### src/rtl/oc_pkg.sv
package oc_pkg;

    typedef enum logic [1:0] {
        STEP_HOLD = 2'd0,
        STEP_UP   = 2'd1,
        STEP_DOWN = 2'd2
    } step_e;

    typedef struct packed {
        logic sample;   // accumulate this cycle's sample
        logic close;    // window just ended with a full sample set
        logic idle;     // no window open
    } win_ctl_t;

    function automatic int sat_int(input int v, input int lo, input int hi);
        if (v < lo) return lo;
        if (v > hi) return hi;
        return v;
    endfunction

    function automatic int target_limit(input int t, input int code_max);
        return sat_int(t, 1, code_max - 1);
    endfunction

    function automatic step_e step_decide(input int mean, input int tgt);
        if (mean + 1 < tgt) return STEP_UP;
        if (mean > tgt + 1) return STEP_DOWN;
        return STEP_HOLD;
    endfunction

endpackage

### src/rtl/oc_window.sv
module oc_window
    import oc_pkg::*;
#(
    parameter int AVG_LOG2 = 2
) (
    input  logic     clk,
    input  logic     rst,
    input  logic     clamp_win,
    output win_ctl_t ctl
);
    localparam int NSAMP = 1 << AVG_LOG2;
    localparam int CW    = AVG_LOG2 + 1;
    localparam logic [CW-1:0] NS_C = CW'(NSAMP);

    logic [CW-1:0] cnt;
    logic          clamp_q;

    always_comb begin
        ctl.sample = clamp_win && (cnt < NS_C);
        ctl.close  = clamp_q && !clamp_win && (cnt == NS_C);
        ctl.idle   = !clamp_win;
    end

    always_ff @(posedge clk) begin
        if (rst) begin
            cnt     <= '0;
            clamp_q <= 1'b0;
        end else begin
            clamp_q <= clamp_win;
            if (!clamp_win)
                cnt <= '0;
            else if (ctl.sample)
                cnt <= cnt + 1'b1;
        end
    end
endmodule

### src/rtl/oc_servo.sv
module oc_servo
    import oc_pkg::*;
#(
    parameter int DW       = 8,
    parameter int OW       = 7,
    parameter int AVG_LOG2 = 2
) (
    input  logic          clk,
    input  logic          rst,
    input  logic          auto_en,
    input  win_ctl_t      ctl,
    input  logic [DW-1:0] sample,
    input  logic [DW-1:0] target,
    output logic [OW-1:0] word
);
    localparam int SW       = DW + AVG_LOG2;
    localparam int CODE_MAX = (1 << DW) - 1;
    localparam logic [OW-1:0] W_MAX = '1;
    localparam logic [OW-1:0] W_MIN = '0;
    localparam logic [OW-1:0] W_MID = {1'b1, {(OW-1){1'b0}}};

    logic [SW-1:0] sum;
    logic [DW-1:0] mean;
    step_e         step;
    logic [OW-1:0] word_nx;

    always_comb begin
        mean = sum[SW-1:AVG_LOG2];
        step = step_decide(int'(mean), target_limit(int'(target), CODE_MAX));
        unique case (step)
            STEP_UP:   word_nx = (word == W_MAX) ? word : word + 1'b1;
            STEP_DOWN: word_nx = (word == W_MIN) ? word : word - 1'b1;
            default:   word_nx = word;
        endcase
    end

    always_ff @(posedge clk) begin
        if (rst) begin
            sum  <= '0;
            word <= W_MID;
        end else begin
            if (ctl.idle)
                sum <= '0;
            else if (ctl.sample)
                sum <= sum + SW'(sample);
            if (auto_en && ctl.close)
                word <= word_nx;
        end
    end
endmodule

### src/rtl/oc_bright.sv
module oc_bright
    import oc_pkg::*;
#(
    parameter int DW = 8,
    parameter int OW = 7
) (
    input  logic          clk,
    input  logic          rst,
    input  logic          auto_en,
    input  logic [DW-1:0] sample,
    input  logic [OW-1:0] ofs,
    output logic [DW-1:0] pix
);
    localparam int CODE_MAX = (1 << DW) - 1;

    int            total;
    logic [DW-1:0] pix_nx;

    always_comb begin
        total  = sat_int(int'(sample) + int'($signed(ofs)), 0, CODE_MAX);
        pix_nx = auto_en ? DW'(total) : sample;
    end

    always_ff @(posedge clk) begin
        if (rst) pix <= '0;
        else     pix <= pix_nx;
    end
endmodule

### src/rtl/auto_offset_loop.sv
module auto_offset_loop
    import oc_pkg::*;
#(
    parameter int NCH      = 3,
    parameter int DW       = 8,
    parameter int OW       = 7,
    parameter int AVG_LOG2 = 2
) (
    input  logic                    clk,
    input  logic                    rst,
    input  logic                    auto_en,
    input  logic                    clamp_win,
    input  logic [NCH-1:0][DW-1:0]  adc_code,
    input  logic [NCH-1:0][DW-1:0]  target_code,
    input  logic [NCH-1:0][OW-1:0]  ofs_reg,
    output logic [NCH-1:0][OW-1:0]  ofs_ctrl,
    output logic [NCH-1:0][DW-1:0]  pix_out
);
    win_ctl_t              ctl;
    logic [NCH-1:0][OW-1:0] srv_word;

    oc_window #(.AVG_LOG2(AVG_LOG2)) u_win (
        .clk       (clk),
        .rst       (rst),
        .clamp_win (clamp_win),
        .ctl       (ctl)
    );

    for (genvar c = 0; c < NCH; c++) begin : g_ch
        oc_servo #(.DW(DW), .OW(OW), .AVG_LOG2(AVG_LOG2)) u_srv (
            .clk     (clk),
            .rst     (rst),
            .auto_en (auto_en),
            .ctl     (ctl),
            .sample  (adc_code[c]),
            .target  (target_code[c]),
            .word    (srv_word[c])
        );

        oc_bright #(.DW(DW), .OW(OW)) u_brt (
            .clk     (clk),
            .rst     (rst),
            .auto_en (auto_en),
            .sample  (adc_code[c]),
            .ofs     (ofs_reg[c]),
            .pix     (pix_out[c])
        );

        assign ofs_ctrl[c] = auto_en ? srv_word[c] : ofs_reg[c];
    end
endmodule

### config.mk
export PLATFORM = sky130hd
export DESIGN_NAME = auto_offset_loop
export DESIGN_NICKNAME = d
export VERILOG_FILES = /design/src/rtl/oc_pkg.sv /design/src/rtl/oc_window.sv /design/src/rtl/oc_servo.sv /design/src/rtl/oc_bright.sv /design/src/rtl/auto_offset_loop.sv
export SDC_FILE = /design/constraint.sdc
export NUM_CORES = 1
export LEC_CHECK = 0
export ABC_AREA = 0
export BUFFER_PORTS_ARGS = -buffer_cell sky130_fd_sc_hd__buf_2
export CORE_MARGIN = 2
export CORE_UTILIZATION = 55
export CTS_BUF_LIST = sky130_fd_sc_hd__clkbuf_8
export DETAILED_ROUTE_END_ITERATION = 12
export PLACE_DENSITY = 0.83
export SETUP_SLACK_MARGIN = 0.15
export SLEW_MARGIN = 10
export SYNTH_ARGS = -nofsm -noshare
export SYNTH_HDL_FRONTEND = slang
export SYNTH_SLANG_ARGS = --single-unit
### constraint.sdc
create_clock -name clk -period 9.78 [get_ports clk]
set_input_delay 1.956 -clock clk [delete_from_list [all_inputs] [get_ports clk]]
set_output_delay 1.956 -clock clk [all_outputs]
set_load 0.005 [all_outputs]
==> results.tsv, run 1 <==
stage	metric	value	unit
critical_path	reg2reg_depth	18	
final_layout	area_growth	10.8	%
critical_path	timing.rr.end	g_ch[2].u_srv.word[5]	
cts	cts_max_level	3	
floorplan	die_w	127	microns
cts	clock_sinks	79	
floorplan	io_pins	118	
timing	fmax	0.160	GHz
hold_path	holdCritStartpoint	g_ch[1].u_srv.sum[0]	
global_route	grtUsageTotal	26.9	%
yosys	async_flop_share	0	%
final_layout	most-common-layout-cells	122 x ha_1, 117 x buf_2, 82 x a21oi_1	
critical_path	startpoint_type	input port	
yosys	syn_area	8330	sq um
timing	skew	0.0170	ns
timing	final.min_clock_period	6.24	ns
yosys	synthXorXnorAreaFrac	6.62	%
critical_path	cp.arrival	6.48	ns
yosys	ys.flop_type	dfxtp_1	
global_route	overflow	0	
cts	clockBufferDepth	2	
hold_path	hold_end	g_ch[1].u_srv.sum[0]	
timing	relSlewSlack	36.5	%
timing	rsz0062_at_grt	false	
placement	pre_cts_slack	3.20	ns
placement	dp_hpwl	17000	microns
critical_path	path_class	in2reg	
floorplan	core	14600	sq um
yosys	ys_ff_latch	79	
placement	place.gp.congestion	0.935	
timing	finalCritPeriodShare	63.8	%
critical_path	crit_chain	buf_2, nor4_1, a31oi_1, a21oi_1, ha_1, nand3_1, xnor2_1, ha_1, and4_1, o311ai_0, nand2b_1, nand2b_1, inv_1, ha_1, a211oi_1, nor4b_1, a2111oi_0, a21oi_1, a22oi_1, a21oi_1	
timing	final_hold_viol_count	0	
yosys	synth.distinct_cells	68	
final_layout	drive_gt1_share	16.0	%
timing	setup_tns	0	ns
outcome	status	finished, final reports clean	
floorplan	die_area	16200	sq um
drt	vias_per_cell	6.10	
placement	port_buffers	117	
critical_path	timing.rr.start	g_ch[2].u_srv.sum[2]	
floorplan	fp.dieH	127	microns
hold_path	whs_path_depth	2	
drt	vias	8105	
floorplan	row_count	44	
final_layout	post-route-util	63.1	%
cts	cts_hold_buf	0	
timing	fin_hold_ws	0.502	ns
power	peakVddDrop	0.0000645	V
drt	drtAntennaViolNets	0	
final_layout	final_common_cell	ha_1	
timing	setup_viol	0	
critical_path	worst_path_max_delay_cell	a2111oi_0	
yosys	synth-edff-count	0	
cts	post_cts_resized	0	
yosys	synth_nets	1242	
critical_path	cpPeakStageDelay	0.55	ns
drt	drc	0	
timing	drv_slew	0	
yosys	synth-compound-area-share	20.7	%
yosys	synth-seq-area-share	19.0	%
yosys	muxShareOfSynthArea	6.11	%
floorplan	initial_core_util	56.9	%
critical_path	worst-path-buf-inv	2	
run	drv_cap	0	
yosys	synthesis.yosys.warnings	0	
global_route	grt_start_max_net_pins	60	
final_layout	fin_nets	1342	
cts	root_buffer	clkbuf_8	
hold_path	hold_class	reg2reg	
critical_path	path_max_fanout	8	
yosys	yosys.area_share.simple	22.4	%
cts	clkTransAtPathRegs	0.09	ns
critical_path	crit_family	compound AO/OA/AOI/OAI gates	
drt	wl_per_cell	16.5	microns
yosys	avgSynthCellArea	8.03	sq um
power	power	0.898	mW
cts	clk_latency	0.39	ns
yosys	yosys.area_share.adder	20.5	%
yosys	synth_top_family_by_area	simple AND/OR/NAND/NOR gates	
critical_path	rrSetupSlack	5.36	ns
drt	routed_wirelength	21900	microns
critical_path	required	10.03	ns
timing	fin_ws	3.54	ns
global_route	grt_pass1_vias	7351	
drt	firstDrtPassIters	5	
critical_path	crit_path_end_kind	flip-flop	
cts	post_cts_buffers	0	
cts	cts_buffers	9	
drt	drt_iter0_markers	640	
timing	worst_pin_slew	0.953	ns
power	leakage	4.24	nW
power	p_per_area	97.2	nW/um^2
global_route	grt_pass1_wl	35600	microns
yosys	syn_inst	1038	
cts	cts_tree	done	
global_route	antenna_found_initial	3	
==> registers in the layout (all words and copies together) (netlist names) <==
signal           cells
g_ch.u_srv.word     21
u_win.cnt            3
g_ch.u_brt.pix      24
g_ch.u_srv.sum      30
u_win.clamp_q        1
==> per-stage QoR <==
stage,instances,instance area [sq um]
final,1328,9240
after global routing,1328,9240
after CTS,1327,9240
after detailed placement,1311,9050
after global placement,1311,9050
after floorplan,1038,8330
==> cell families (layout without fill, tap and decap cells) <==
logic type | after synthesis | count (layout)
AOI/OAI and AO/OA | 268 | 268
xor gates and xnor gates | 63 | 63
adders and majority gates | 131 | 131
buffers and inverters | 103 | 208
DFF | 79 | 79
muxes | 44 | 44
other | 0 | 1
and+or+nand+nor | 350 | 350
==> cell type report <==
type | count | area (sq um)
Clock inverter | 7 | 65.1
Inverter | 73 | 274
Multi-Input combinational cell | 856 | 6360
Timing Repair Buffer | 119 | 601
Tap cell | 184 | 230
Clock buffer | 9 | 124
Sequential cell | 79 | 1580
Antenna cell | 1 | 2.50
Fill cell | 1287 | 5410
==> tightest hold or removal path, cell delays in order, from the launching register on <==
cell,delay [ns]
dfxtp_1,0.33
mux2i_1,0.07
nor2_1,0.07
==> worst max-delay path by stage <==
stage,end,cells past startpoint,from,slack (ns)
finish,g_ch[2].u_srv.word[5],20,target_code[18],3.54
global route,g_ch[2].u_srv.word[5],20,target_code[18],3.10
CTS,g_ch[2].u_srv.word[5],20,target_code[18],3.61
detailed placement,g_ch[2].u_srv.word[5],20,target_code[18],3.20
global placement,g_ch[2].u_srv.word[5],20,target_code[18],3.43
floorplan,g_ch[2].u_srv.word[5],20,target_code[18],3.72
==> metal layers <==
metal / vias up / GRT usage (%) / wire [microns]
li1: 4010 / - / -
met1: 3735 / 37.9 / 10100
met2: 306 / 41.8 / 9600
met3: 50 / 4.69 / 1700
met4: 4 / 8.92 / 518
met5: - / 0 / 21
==> report_power, final <==
group          total, mW  internal (mW)  leakage, nW  switching (mW)
sequential         0.357          0.338        0.646          0.0184
combinational      0.290          0.127         3.49           0.163
clock              0.251          0.116        0.100           0.135
total              0.898          0.582         4.24           0.316
==> cell usage after synthesis, drive strengths merged (10+ instances only) <==
cell type / n / area [sq um]
o21bai: 12 / 90.1
nor2b: 34 / 213
a211oi: 21 / 158
nand2b: 11 / 68.8
a21oi: 84 / 443
xor2: 16 / 140
mux2: 34 / 405
inv: 72 / 270
mux2i: 10 / 104
o21ai: 56 / 280
nor3b: 13 / 103
a21o: 14 / 105
nor2: 77 / 297
o211ai: 10 / 75.1
nor3: 33 / 165
nand2: 56 / 210
nand3: 51 / 255
o21a: 19 / 143
a31oi: 10 / 62.6
clkbuf: 23 / 86.3
xnor2: 47 / 412
dfxtp: 79 / 1580
ha: 122 / 1530
nand4: 13 / 81.3
No activity file was read; power rests on OpenSTA's default activity.
==> inputs of run 2 (changes only) <==
clock period = 6.04 ns   (was 9.78 ns; I/O delays follow)
==> run 2 against run 1 <==
- via count increased by 0.83%
- register-to-register slack got worse by 3.8 ns
- sequential share of layout area decreased by 0.099 points
- largest cell class unchanged
- highest routed layer unchanged
==> results.tsv, run 2 (synthesis results as in run 1) <==
stage	metric	value	unit
cts	clock_sinks	79	
cts	cts_tree	done	
critical_path	required	6.28	ns
run	drv_cap	0	
floorplan	die_w	127	microns
drt	routed_wirelength	22300	microns
timing	skew	0.0144	ns
placement	port_buffers	117	
drt	drt_iter0_markers	802	
power	swShare	33.5	%
timing	setup_viol	0	
floorplan	fp.dieH	127	microns
cts	post_cts_buffers	0	
floorplan	initial_core_util	56.9	%
final_layout	area_growth	11.5	%
cts	cts_buffers	9	
power	p_int	1.03	mW
power	p_sw	0.520	mW
final_layout	fin_nets	1342	
final_layout	largest_reg_flops	30	
timing	setup_tns	0	ns
outcome	status	finished, final reports clean	
global_route	grt_start_max_net_pins	60	
final_layout	post-route-util	63.4	%
global_route	overflow	0	
floorplan	die_area	16200	sq um
drt	vias_per_cell	6.16	
final_layout	fill_cells	1283	
cts	cts_hold_buf	0	
final_layout	top_regs	g_ch.u_srv.sum: 30 flops, g_ch.u_brt.pix: 24 flops, g_ch.u_srv.word: 21 flops	
power	share_comb_of_total_power	30.6	%
cts	cts_max_level	3	
placement	place.gp.congestion	0.938	
cts	clk_latency	0.39	ns
placement	dp_hpwl	17500	microns
timing	rsz0062_at_grt	false	
final_layout	top_register	g_ch.u_srv.sum	
global_route	antenna_found_initial	2	
final_layout	most-common-layout-cells	122 x ha_1, 117 x buf_2, 82 x a21oi_1	
critical_path	crit_path_end_kind	flip-flop	
power	leakage	4.26	nW
cts	root_buffer	clkbuf_8	
timing	fmax	0.183	GHz
drt	drtAntennaViolNets	0	
drt	firstDrtPassIters	5	
final_layout	final_common_cell	ha_1	
cts	clockBufferDepth	2	
drt	vias	8172	
power	p_per_area	167	nW/um^2
drt	drc	0	
floorplan	io_pins	118	
power	power_frac_seq	37.3	%
floorplan	row_count	44	
critical_path	cp.arrival	5.71	ns
timing	final_hold_viol_count	0	
timing	final.min_clock_period	5.46	ns
global_route	grt_pass1_vias	7488	
timing	worst_pin_slew	0.954	ns
global_route	grtUsageTotal	27.2	%
critical_path	path_max_fanout	8	
global_route	grt_pass1_wl	36000	microns
placement	dpl.cell_count	1311	
final_layout	regArea	1580	sq um
hold_path	hold_class	reg2reg	
final_layout	multi_input_area	6360	sq um
timing	finalCritPeriodShare	90.4	%
critical_path	startpoint_type	input port	
power	peakVddDrop	0.000129	V
critical_path	path_class	in2reg	
cts	clkTransAtPathRegs	0.09	ns
timing	drv_slew	0	
final_layout	drive_gt1_share	16.0	%
final_layout	layout.cells.non_filler	1327	
power	clockPowerShare	32.1	%
timing	relSlewSlack	36.4	%
drt	wl_per_cell	16.8	microns
floorplan	core	14600	sq um
[run 2: cell types whose count changed in the layout (fill, tap and decap cells not counted), sizes merged]
cell	delta
inv	+1
clkinv	-4
bufinv	+2
[run 2: through the flow]
stage	power [mW]	hold slack [ns]	instance area (sq um)	worst slack (ns)
5_1_grt	1.64	0.564	9290	0.156
6_report	1.55	0.513	9290	0.578
4_1_cts	1.55	0.512	9290	0.506
3_5_place_dp	1.05	0.493	9050	0.0839
2_1_floorplan	0.907	0.468	8330	0.729
3_3_place_gp	1.04	0.479	9050	0.402
[run 2: per-layer routing]
layer / vias up / track usage, % / part of all wire (%)
li1: 4018 / - / -
met1: 3811 / 37.2 / 45
met2: 301 / 44.5 / 45
met3: 40 / 3.81 / 7.3
met4: 2 / 8.99 / 2.2
met5: - / 0 / 0.072
[run 2: final timing paths]
kind                                           start               endpoint  slack [ns]  cells after the start
worst max-delay path                 target_code[18]  g_ch[2].u_srv.word[5]        0.58                     20
worst min-delay path            g_ch[1].u_srv.sum[0]   g_ch[1].u_srv.sum[0]        0.51                      2
worst max register to register  g_ch[2].u_srv.sum[2]  g_ch[2].u_srv.word[5]        1.61                     18
worst min register to register  g_ch[1].u_srv.sum[0]   g_ch[1].u_srv.sum[0]        0.51                      2
[run 2: area by class of cell]
class	count	share of cell area [%]
Clock inverter	6	1.27
Multi-Input combinational cell	856	68.4
Inverter	73	2.95
Tap cell	184	2.48
Clock buffer	9	1.33
Antenna cell	1	0.0269
Sequential cell	79	17.0
Timing Repair Buffer	119	6.46
[run 2: repair_timing]
item / 4_1_cts / 5_1_grt
resized for setup: 0 / 1
endpoints found under the setup margin: 0 / 1
hold endpoints to repair: 0 / 0
[run 2: power by group through the flow]
stage / combinational [mW] / sequential (mW) / clock (mW)
3_5_place_dp: 0.464 / 0.590 / 0
3_3_place_gp: 0.448 / 0.589 / 0
4_1_cts: 0.469 / 0.577 / 0.500
2_1_floorplan: 0.326 / 0.581 / 0
6_report: 0.475 / 0.578 / 0.498
5_1_grt: 0.533 / 0.582 / 0.520
[run 2: worst max-delay path, stage by stage]
cell,delay (ns)
buf_2,0.15
nor4_1,0.30
a31oi_1,0.12
a21oi_1,0.23
ha_1,0.28
nand3_1,0.12
xnor2_1,0.18
ha_1,0.26
and4_1,0.21
o311ai_0,0.45
nand2b_1,0.21
nand2b_1,0.17
inv_1,0.12
ha_1,0.30
a211oi_1,0.41
nor4b_1,0.10
a2111oi_1,0.49
a21oi_1,0.09
a22oi_1,0.21
a21oi_1,0.09
